### config.mk
export PLATFORM = sky130hd
export DESIGN_NAME = campon_tx
export DESIGN_NICKNAME = d
export VERILOG_FILES = /design/src/rtl/campon_pkg.sv /design/src/rtl/campon_dcnt.sv /design/src/rtl/campon_lat.sv /design/src/rtl/campon_tx.sv
export SDC_FILE = /design/constraint.sdc
export NUM_CORES = 1
export LEC_CHECK = 0
export BUFFER_PORTS_ARGS = -buffer_cell sky130_fd_sc_hd__buf_4
export CELL_PAD_IN_SITES_DETAIL_PLACEMENT = 0
export CELL_PAD_IN_SITES_GLOBAL_PLACEMENT = 2
export CORE_MARGIN = 3
export CORE_UTILIZATION = 32
export DETAILED_ROUTE_END_ITERATION = 7
export PLACE_DENSITY_LB_ADDON = 0.12
export SLEW_MARGIN = 20
export SYNTH_ARGS = -nofsm -noshare
export SYNTH_HDL_FRONTEND = slang
export SYNTH_SLANG_ARGS = --single-unit
### constraint.sdc
create_clock -name clk_i -period 2.3 [get_ports clk_i]
set_clock_uncertainty 0.2 [all_clocks]
set_input_delay 0.115 -clock clk_i [delete_from_list [all_inputs] [get_ports clk_i]]
set_output_delay 0.115 -clock clk_i [all_outputs]
set_load 0.1 [all_outputs]
### src/rtl/campon_pkg.sv
package campon_pkg;
  typedef enum logic [1:0] {
    WT_IDLE = 2'd0,
    WT_REQ  = 2'd1,
    WT_HDR  = 2'd2,
    WT_DATA = 2'd3
  } wtype_e;

  typedef enum logic [2:0] {
    ST_IDLE,
    ST_REQ,
    ST_GAP,
    ST_DLY,
    ST_HDR,
    ST_XFER,
    ST_TAIL
  } state_e;
endpackage

### src/rtl/campon_dcnt.sv
module campon_dcnt #(
  parameter int W = 4
) (
  input  logic         clk_i,
  input  logic         rst_ni,
  input  logic         load_i,
  input  logic [W-1:0] val_i,
  input  logic         dec_i,
  output logic         last_o
);
  logic [W-1:0] cnt_q;

  always_ff @(posedge clk_i or negedge rst_ni) begin
    if (!rst_ni)     cnt_q <= '0;
    else if (load_i) cnt_q <= val_i;
    else if (dec_i)  cnt_q <= cnt_q - 1'b1;
  end

  assign last_o = (cnt_q == W'(1));

  // gap and delay runs never decrement through zero
  assert_no_wrap_R4: assert property (@(posedge clk_i) disable iff (!rst_ni)
    (dec_i && !load_i) |-> (cnt_q > W'(1)));
endmodule

### src/rtl/campon_lat.sv
module campon_lat #(
  parameter int MIN_LAT = 9
) (
  input  logic clk_i,
  input  logic rst_ni,
  input  logic clr_i,
  output logic done_o
);
  localparam int LMAX = MIN_LAT - 1;
  localparam int LW   = $clog2(MIN_LAT + 1);

  logic [LW-1:0] cnt_q;

  always_ff @(posedge clk_i or negedge rst_ni) begin
    if (!rst_ni)                   cnt_q <= '0;
    else if (clr_i)                cnt_q <= '0;
    else if (cnt_q < LW'(LMAX))    cnt_q <= cnt_q + 1'b1;
  end

  assign done_o = (cnt_q >= LW'(LMAX));

  // once reached, the floor stays met until the next load
  assert_lat_hold_R7: assert property (@(posedge clk_i) disable iff (!rst_ni)
    (done_o && !clr_i) |=> done_o);
endmodule

### src/rtl/campon_tx.sv
module campon_tx
  import campon_pkg::*;
#(
  parameter int DATA_W  = 32,
  parameter int DLY_W   = 4,
  parameter int MIN_LAT = 9
) (
  input  logic              clk_i,
  input  logic              rst_ni,
  input  logic [DATA_W-1:0] word_i,
  input  logic [1:0]        type_i,
  input  logic              eop_i,
  input  logic [2:0]        gap_i,
  input  logic              dly_en_i,
  input  logic [DLY_W-1:0]  dly_n_i,
  input  logic              ack_i,
  output logic              rd_en_o,
  output logic              wait_o,
  output logic [DATA_W-1:0] word_o,
  output logic [1:0]        type_o
);
  localparam int CW = (DLY_W > 3) ? DLY_W : 3;

  state_e            st_q, st_d;
  logic [DATA_W-1:0] req_q, out_w_q;
  logic [1:0]        out_t_q;
  logic              cnt_load, cnt_dec, cnt_last;
  logic [CW-1:0]     cnt_val;
  logic              lat_clr, lat_done;

  campon_dcnt #(.W(CW)) u_cnt (
    .clk_i  (clk_i),
    .rst_ni (rst_ni),
    .load_i (cnt_load),
    .val_i  (cnt_val),
    .dec_i  (cnt_dec),
    .last_o (cnt_last)
  );

  campon_lat #(.MIN_LAT(MIN_LAT)) u_lat (
    .clk_i  (clk_i),
    .rst_ni (rst_ni),
    .clr_i  (lat_clr),
    .done_o (lat_done)
  );

  always_comb begin
    st_d     = st_q;
    cnt_load = 1'b0;
    cnt_dec  = 1'b0;
    cnt_val  = '0;
    lat_clr  = 1'b0;
    unique case (st_q)
      ST_IDLE: if (type_i == WT_REQ) begin
        st_d    = ST_REQ;
        lat_clr = 1'b1;
      end
      ST_REQ, ST_GAP: begin
        if (ack_i) begin
          // grant drops any idles left in the gap
          if (dly_en_i && dly_n_i != '0) begin
            cnt_load = 1'b1;
            cnt_val  = CW'(dly_n_i);
            st_d     = ST_DLY;
          end else begin
            st_d = ST_HDR;
          end
        end else if (st_q == ST_REQ) begin
          if (gap_i != 3'd0) begin
            cnt_load = 1'b1;
            cnt_val  = CW'(gap_i);
            st_d     = ST_GAP;
          end
        end else if (cnt_last) begin
          st_d = ST_REQ;
        end else begin
          cnt_dec = 1'b1;
        end
      end
      ST_DLY: begin
        if (cnt_last) st_d = ST_HDR;
        else          cnt_dec = 1'b1;
      end
      ST_HDR:  if (lat_done && type_i == WT_HDR) st_d = ST_XFER;
      ST_XFER: if (type_i == WT_DATA && eop_i) st_d = ST_TAIL;
      ST_TAIL: st_d = ST_IDLE;
      default: st_d = ST_IDLE;
    endcase
  end

  always_ff @(posedge clk_i or negedge rst_ni) begin
    if (!rst_ni) begin
      st_q    <= ST_IDLE;
      req_q   <= '0;
      out_w_q <= '0;
      out_t_q <= WT_IDLE;
    end else begin
      st_q <= st_d;
      if (st_q == ST_IDLE && type_i == WT_REQ) req_q <= word_i;
      if (st_q == ST_HDR && lat_done && type_i == WT_HDR) begin
        out_w_q <= word_i;
        out_t_q <= WT_HDR;
      end else if (st_q == ST_XFER) begin
        out_w_q <= (type_i == WT_DATA) ? word_i : '0;
        out_t_q <= (type_i == WT_DATA) ? WT_DATA : WT_IDLE;
      end
    end
  end

  assign rd_en_o = (st_q == ST_IDLE) || (st_q == ST_XFER) ||
                   (st_q == ST_HDR && lat_done);
  assign wait_o  = (st_q == ST_REQ) || (st_q == ST_GAP) ||
                   (st_q == ST_DLY) || (st_q == ST_HDR);

  always_comb begin
    unique case (st_q)
      ST_REQ:           begin word_o = req_q;   type_o = WT_REQ;  end
      ST_XFER, ST_TAIL: begin word_o = out_w_q; type_o = out_t_q; end
      default:          begin word_o = '0;      type_o = WT_IDLE; end
    endcase
  end

  assert_load_stall_R2: assert property (@(posedge clk_i) disable iff (!rst_ni)
    (st_q == ST_IDLE && type_i == WT_REQ) |=> (!rd_en_o && wait_o));

  assert_req_held_R3: assert property (@(posedge clk_i) disable iff (!rst_ni)
    (type_o == WT_REQ) |-> (wait_o && !rd_en_o));

  assert_back_to_back_R4: assert property (@(posedge clk_i) disable iff (!rst_ni)
    (type_o == WT_REQ && !ack_i && gap_i == 3'd0) |=> (type_o == WT_REQ));

  assert_grant_R5: assert property (@(posedge clk_i) disable iff (!rst_ni)
    ((st_q == ST_REQ || st_q == ST_GAP) && ack_i && !dly_en_i) |=>
      (st_q == ST_HDR && type_o == WT_IDLE));

  assert_grant_delay_R6: assert property (@(posedge clk_i) disable iff (!rst_ni)
    ((st_q == ST_REQ || st_q == ST_GAP) && ack_i && dly_en_i && dly_n_i != '0) |=>
      (st_q == ST_DLY && !rd_en_o));

  assert_rise_floor_R7: assert property (@(posedge clk_i) disable iff (!rst_ni)
    ($rose(rd_en_o) && wait_o) |-> lat_done);

  assert_header_out_R8: assert property (@(posedge clk_i) disable iff (!rst_ni)
    (st_q == ST_HDR && rd_en_o && type_i == WT_HDR) |=>
      (type_o == WT_HDR && !wait_o && word_o == $past(word_i)));

  assert_data_pass_R9: assert property (@(posedge clk_i) disable iff (!rst_ni)
    (st_q == ST_XFER && type_i == WT_DATA) |=>
      (type_o == WT_DATA && word_o == $past(word_i)));

  assert_packet_end_R10: assert property (@(posedge clk_i) disable iff (!rst_ni)
    (st_q == ST_XFER && type_i == WT_DATA && eop_i) |=> (!rd_en_o ##1 rd_en_o));
endmodule

# ---- After elaboration in Yosys (flattened, before gate mapping)
# Cells that the tools add are included.
dict set report totals {
  reg_bits 77
  latchBits 0
  mem_bits_rw 0
  rom_bits 0
  out_inout_bits 36
  wordCells 84
  mem_count 0
}
dict set report classes {
  addsub 2
  n_mul 0
  div 0
  order_cmp 2
  n_eq_ne 16
  shifts 0
  mux 38
  bitwise_logic 0
  n_reduce_logical 20
}
# cell n
set op_table {}
lappend op_table {{$mux 32} 3}
lappend op_table {{$pmux 32 s2} 1}
lappend op_table {{$mux 3} 11}
lappend op_table {{$mux 4} 7}
lappend op_table {{$pmux 3 s5} 1}
lappend op_table {{$mux 1} 10}
lappend op_table {{$eq 3x3->1 const B} 3}
lappend op_table {{$ne 2x2->1 const B} 4}
lappend op_table {{$ne 4x4->1 const B} 2}
lappend op_table {{$eq 3x2->1 const B} 2}
lappend op_table {{$logic_and 1x1->1} 6}
lappend op_table {{$mux 2} 3}
lappend op_table {{$reduce_and 6->1} 1}
lappend op_table {{$reduce_bool 2->1} 3}
lappend op_table {{$logic_or 1x1->1} 5}
lappend op_table {{$add 4x1->4 const B} 1}
lappend op_table {{$eq 2x2->1 const B} 2}
lappend op_table {{$eq 4x1->1 const B} 1}
lappend op_table {{$ge 4x4->1 const B} 1}
lappend op_table {{$lt 4x4->1 const B} 1}
lappend op_table {{$pmux 2 s2} 1}
lappend op_table {{$reduce_bool 4->1} 1}
lappend op_table {{$reduce_or 2->1} 2}
lappend op_table {{$sub 4x1->4 const B} 1}
lappend op_table {{other kinds (5)} 5}

# ---- Depth between registers and ports, before layout
dict set report logic_depth {
  word_depth 7
  depth_mapped 7
  depth_no_buf 6
}

# ---- By module
# A second synthesis with hierarchy kept.
dict set report hier_totals {
  hier_cells 297
  area_unflattened_um2 3804.9
}
# module n_inst cells_each area_per_inst_um2 seq_area_each_um2
set by_module_without_submodules {}
lappend by_module_without_submodules {campon_tx 1 256 3360.7 1726.7}
lappend by_module_without_submodules {campon_dcnt 1 22 242.7 100.1}
lappend by_module_without_submodules {campon_lat 1 19 201.4 100.1}

# ---- Worst setup path before layout
# OpenSTA, ideal clock, no wires.
dict set report synth_timing {
  path_kind {reg2out}
  startpoint {register st_q[0]}
  endpoint {output rd_en_o}
  arrival_ps 3020
  t_required_ps 1985
  slack_ps -1035
  path_stages_with_launch 6
  path_buffers 2
  cell_sequence {dfrtp_1 -> buf_6 -> buf_2 -> inv_1 -> nor2_1 -> a211oi_1}
}
dict set report synth_between {
  elab_chain_cells 3
  word_cells_on_any_way 6
  classes_between {eq/ne: 2; reduce/logical: 4}
}
# item line_no
set synth_lines {}
lappend synth_lines {{start, declared} campon_tx.sv:24} ;# state_e st_q, st_d;
lappend synth_lines {{start signal, assigned} campon_tx.sv:98} ;# st_q <= st_d;
lappend synth_lines {{$eq 3x3->1, or another cell as far along} campon_tx.sv:110} ;# assign rd_en_o = (st_q == ST_IDLE) || (st_q == ST_XFER) ||
lappend synth_lines {{$logic_or 1x1->1 / $logic_and 1x1->1 (equally long branches)} {campon_tx.sv:110, campon_tx.sv:111}}
lappend synth_lines {{$logic_or 1x1->1 *} campon_tx.sv:110}
lappend synth_lines {{end, declared} campon_tx.sv:17} ;# output logic rd_en_o,
# Mark *: on every way between the ends. The rest lies on a longest branch, timed or not.

# ---- Worst setup path in the final report
dict set report layout_timing {
  startpoint {register st_q[1]}
  endpoint {output word_o[2]}
}
dict set report layout_between {
  elab_chain_cells 3
  word_cells_on_any_way 5
  classes_between {eq/ne: 3; mux: 1; reduce/logical: 1}
}
# item line_no
set layout_lines {}
lappend layout_lines {{$eq 3x3->1} campon_tx.sv:116} ;# unique case (st_q)
lappend layout_lines {{$reduce_or 2->1} campon_tx.sv:116}
lappend layout_lines {{$pmux 32 s2 *} campon_tx.sv:116}
lappend layout_lines {{end, declared} campon_tx.sv:19} ;# output logic [DATA_W-1:0] word_o,
# Marked as above.

==> results_dict.tcl <==
set metrics [dict create \
    syn_area_um2 3640 \
    async_reset_ff_frac 1.00 \
    synth_edf_count 0 \
    hold_viol 0 \
    status "completed" \
    cts_htree_levels 3 \
    period_needed_ns 2.20 \
    avgRoutedWirePerCell_um 16.1 \
    cts_sinks 77 \
    critPathBufInv 2 \
    hp-class "input pin to flip-flop" \
    startpoint_type "flip-flop" \
    io_pins 82 \
    slowest_delay_ns 0.47 \
    grt_antenna_before_repair 0 \
    grt_pass1_vias 3148 \
    ir_worst_vdd_mv 1.08 \
    clockBufferDepth 2 \
    grt_usage 0.166 \
    r2r-start "st_q[1]" \
    min_from "dly_en_i" \
    worst-path-max-fanout 22 \
    die_y_um 113 \
    grt_max_degree 48 \
    ctsRootBufferMaster "clkbuf_16" \
    r2r-end "u_cnt.cnt_q[0]" \
    ys_types 45 \
    yosysSeqAreaShare 0.529 \
    postSynthAreaPerCell_um2 10.3 \
    initial_core_util 0.332 \
    min_to "u_cnt.cnt_q[1]" \
    io_buffers 81 \
    ys_seq_elements 77 \
    post-route-worst-setup-slack_ns 0.0984 \
    powerDensity_nw_per_um2 1690 \
    whs_ns 0.0253 \
    worstPathArrival_ns 1.89 \
    routed_wl_um 10100 \
    grt_first_pass_wirelength_um 16600 \
    ff2ff_path_depth 5 \
    hpwl_um 6410 \
    postCtsSetupRepairBufs 0 \
    period_share 0.957 \
    critical-path-top-delay-family "buffers and inverters" \
    slew_viol_final 0 \
    maxCapViolations 0 \
    fin_cells 625 \
    cts_buffers 9 \
    fin_area_um2 5290 \
    synthesis.nets 404 \
    n_antenna_cell 0 \
    syn_inst 354 \
    insertion_delay_ns 0.33 \
    vias 3108 \
    overflow 0 \
    avgViaCountPerCell 4.97 \
    synthFlopType "dfrtp_1" \
    cpMaxStageDelayCell "dfrtp_1" \
    relSlewSlack 0.572 \
    worstMarginPinSlew_ns 0.642 \
    dpl_worst_slack_ns 0.377 \
    area_delta_synth_final_pct 45.2 \
    detail-route-antenna-nets 0 \
    gp_congestion 0.738 \
    path_cells "xor2_1 -> and2_1 -> buf_12 -> a22o_1 -> buf_4" \
    route.detailed.drc 0 \
    dr.pass1.iters 4 \
    core_um2 11000 \
    crit_path_end_kind "output pin" \
    cts_tree "built" \
    leakage_nw 2.60 \
    drive_above_1_share 0.254 \
    critPathRequiredTime_ns 1.99 \
    yosysWarnings 0 \
    hold_path_depth 4 \
    dieArea_um2 12700 \
    setup_violations 0 \
    die_x_um 113 \
    setup.worst_path.class "flip-flop to output pin" \
    ff2ff_setup_slack_ns 0.25 \
    nNetsFinal 530 \
    placed_cell_area_um2 4500 \
    grt_setup_unrepaired "false" \
    cts.clk_slew.worst_paths_ns 0.06 \
    postLayoutCoreUtil 0.481 \
    drt-initial-drc-count 140 \
    max_freq_mhz 454 \
    num_rows 38 \
    numPlacedInstances 567 \
]
[metrics by stage]
stage | TNS, ns | power (W)
2_1_floorplan | -0.0737 | 0.00612
3_3_place_gp | 0 | 0.00731
3_5_place_dp | 0 | 0.00734
4_1_cts | 0 | 0.00899
5_1_grt | 0 | 0.00944
6_report | 0 | 0.00894
[state kept, by name (all words and copies together), names as in the netlist]
| name | cells |
|---|---|
| out_w_q | 32 |
| req_q | 32 |
| u_cnt.cnt_q | 4 |
| u_lat.cnt_q | 4 |
| st_q | 3 |
| out_t_q | 2 |
[cell families after synthesis]
| group | after synthesis | synth area share |
|---|---|---|
| XOR/XNOR | 7 | 0.0168 |
| AND/OR/NAND/NOR | 140 | 0.175 |
| buffers and inverters | 31 | 0.0419 |
| flip-flops | 77 | 0.529 |
| multiplexers | 7 | 0.0196 |
| AO/OA/AOI/OAI | 88 | 0.203 |
| adder cells (fa/ha/maj) | 4 | 0.0137 |
[where the power goes]
| group | internal (W) | total [W] | switching (W) | leakage (nW) |
|---|---|---|---|---|
| Sequential | 0.00197 | 0.00235 | 0.000385 | 0.989 |
| Clock | 0.000978 | 0.00154 | 0.000562 | 0.158 |
| Combinational | 0.00154 | 0.00505 | 0.00352 | 1.45 |
[routing by layer]
| layer | routed length (um) | GRT usage |
|---|---|---|
| met4 | 151 | 0.0545 |
| met2 | 4790 | 0.268 |
| met5 | 0 | 0 |
| met1 | 4650 | 0.222 |
| met3 | 478 | 0.0372 |
[timing repair]
action | 4_1_cts | 5_1_grt
resized for setup | 0 | 10
hold endpoints to repair | 114 | 0
endpoints found under the setup margin | 0 | 10
hold buffers | 42 | 0
[how the worst max path moves through the flow]
stage                     slack, ns           to    start  depth (start not counted)
after detailed placement       0.38  out_w_q[18]  st_q[0]                          5
final                           0.1    word_o[2]  st_q[1]                          5
after CTS                      0.04    word_o[7]  st_q[1]                          5
after floorplan               -0.07      rd_en_o  st_q[0]                          5
after global routing         0.0005    word_o[2]  st_q[1]                          5
after global placement         0.41  out_w_q[16]  st_q[0]                          5
[Yosys cell counts, types with 4 or more instances]
cell type	instances	share of area
nor3_1	4	0.0055
nor2_1	7	0.0072
nand3_1	4	0.0055
inv_1	6	0.0062
mux2i_1	6	0.016
ha_1	4	0.014
buf_2	14	0.019
a22o_1	64	0.15
clkbuf_1	7	0.0072
dfrtp_1	77	0.53
nand2_1	102	0.11
xor2_1	4	0.0096
a32oi_1	4	0.0096
[final cells by class]
type	count	area, um^2
inverters	6	22.5
fillers	1023	5700
clock inverters	6	86.3
repair buffers	140	1240
well taps	140	175
multi-input cells	246	1590
clock buffers	10	239
flip-flops and latches	77	1930
[worst min-delay path: cells and delay by family]
family / cells / cell delay (ns)
buffers and inverters: 1 / 0.11
and+or+nand+nor: 1 / 0.08
muxes: 1 / 0.14
AOI/OAI and AO/OA: 1 / 0.08
[cell usage in the layout (no fill, tap or decap), types with 4 or more instances in the layout]
master         netlist  final
buf_12               0      4
dlygate4sd3_1        0     42
nor3_1               4      4
nand2_1            102    102
a22o_1              64     64
inv_1                6      6
ha_1                 4      4
buf_4                3     84
nand3_1              4      4
mux2i_1              6      6
xor2_1               4      4
dfrtp_1             77     77
buf_6                1     10
nor2_1               7      7
a32oi_1              4      4
clkbuf_16            0      9
Power figures use the tool's default switching activity.
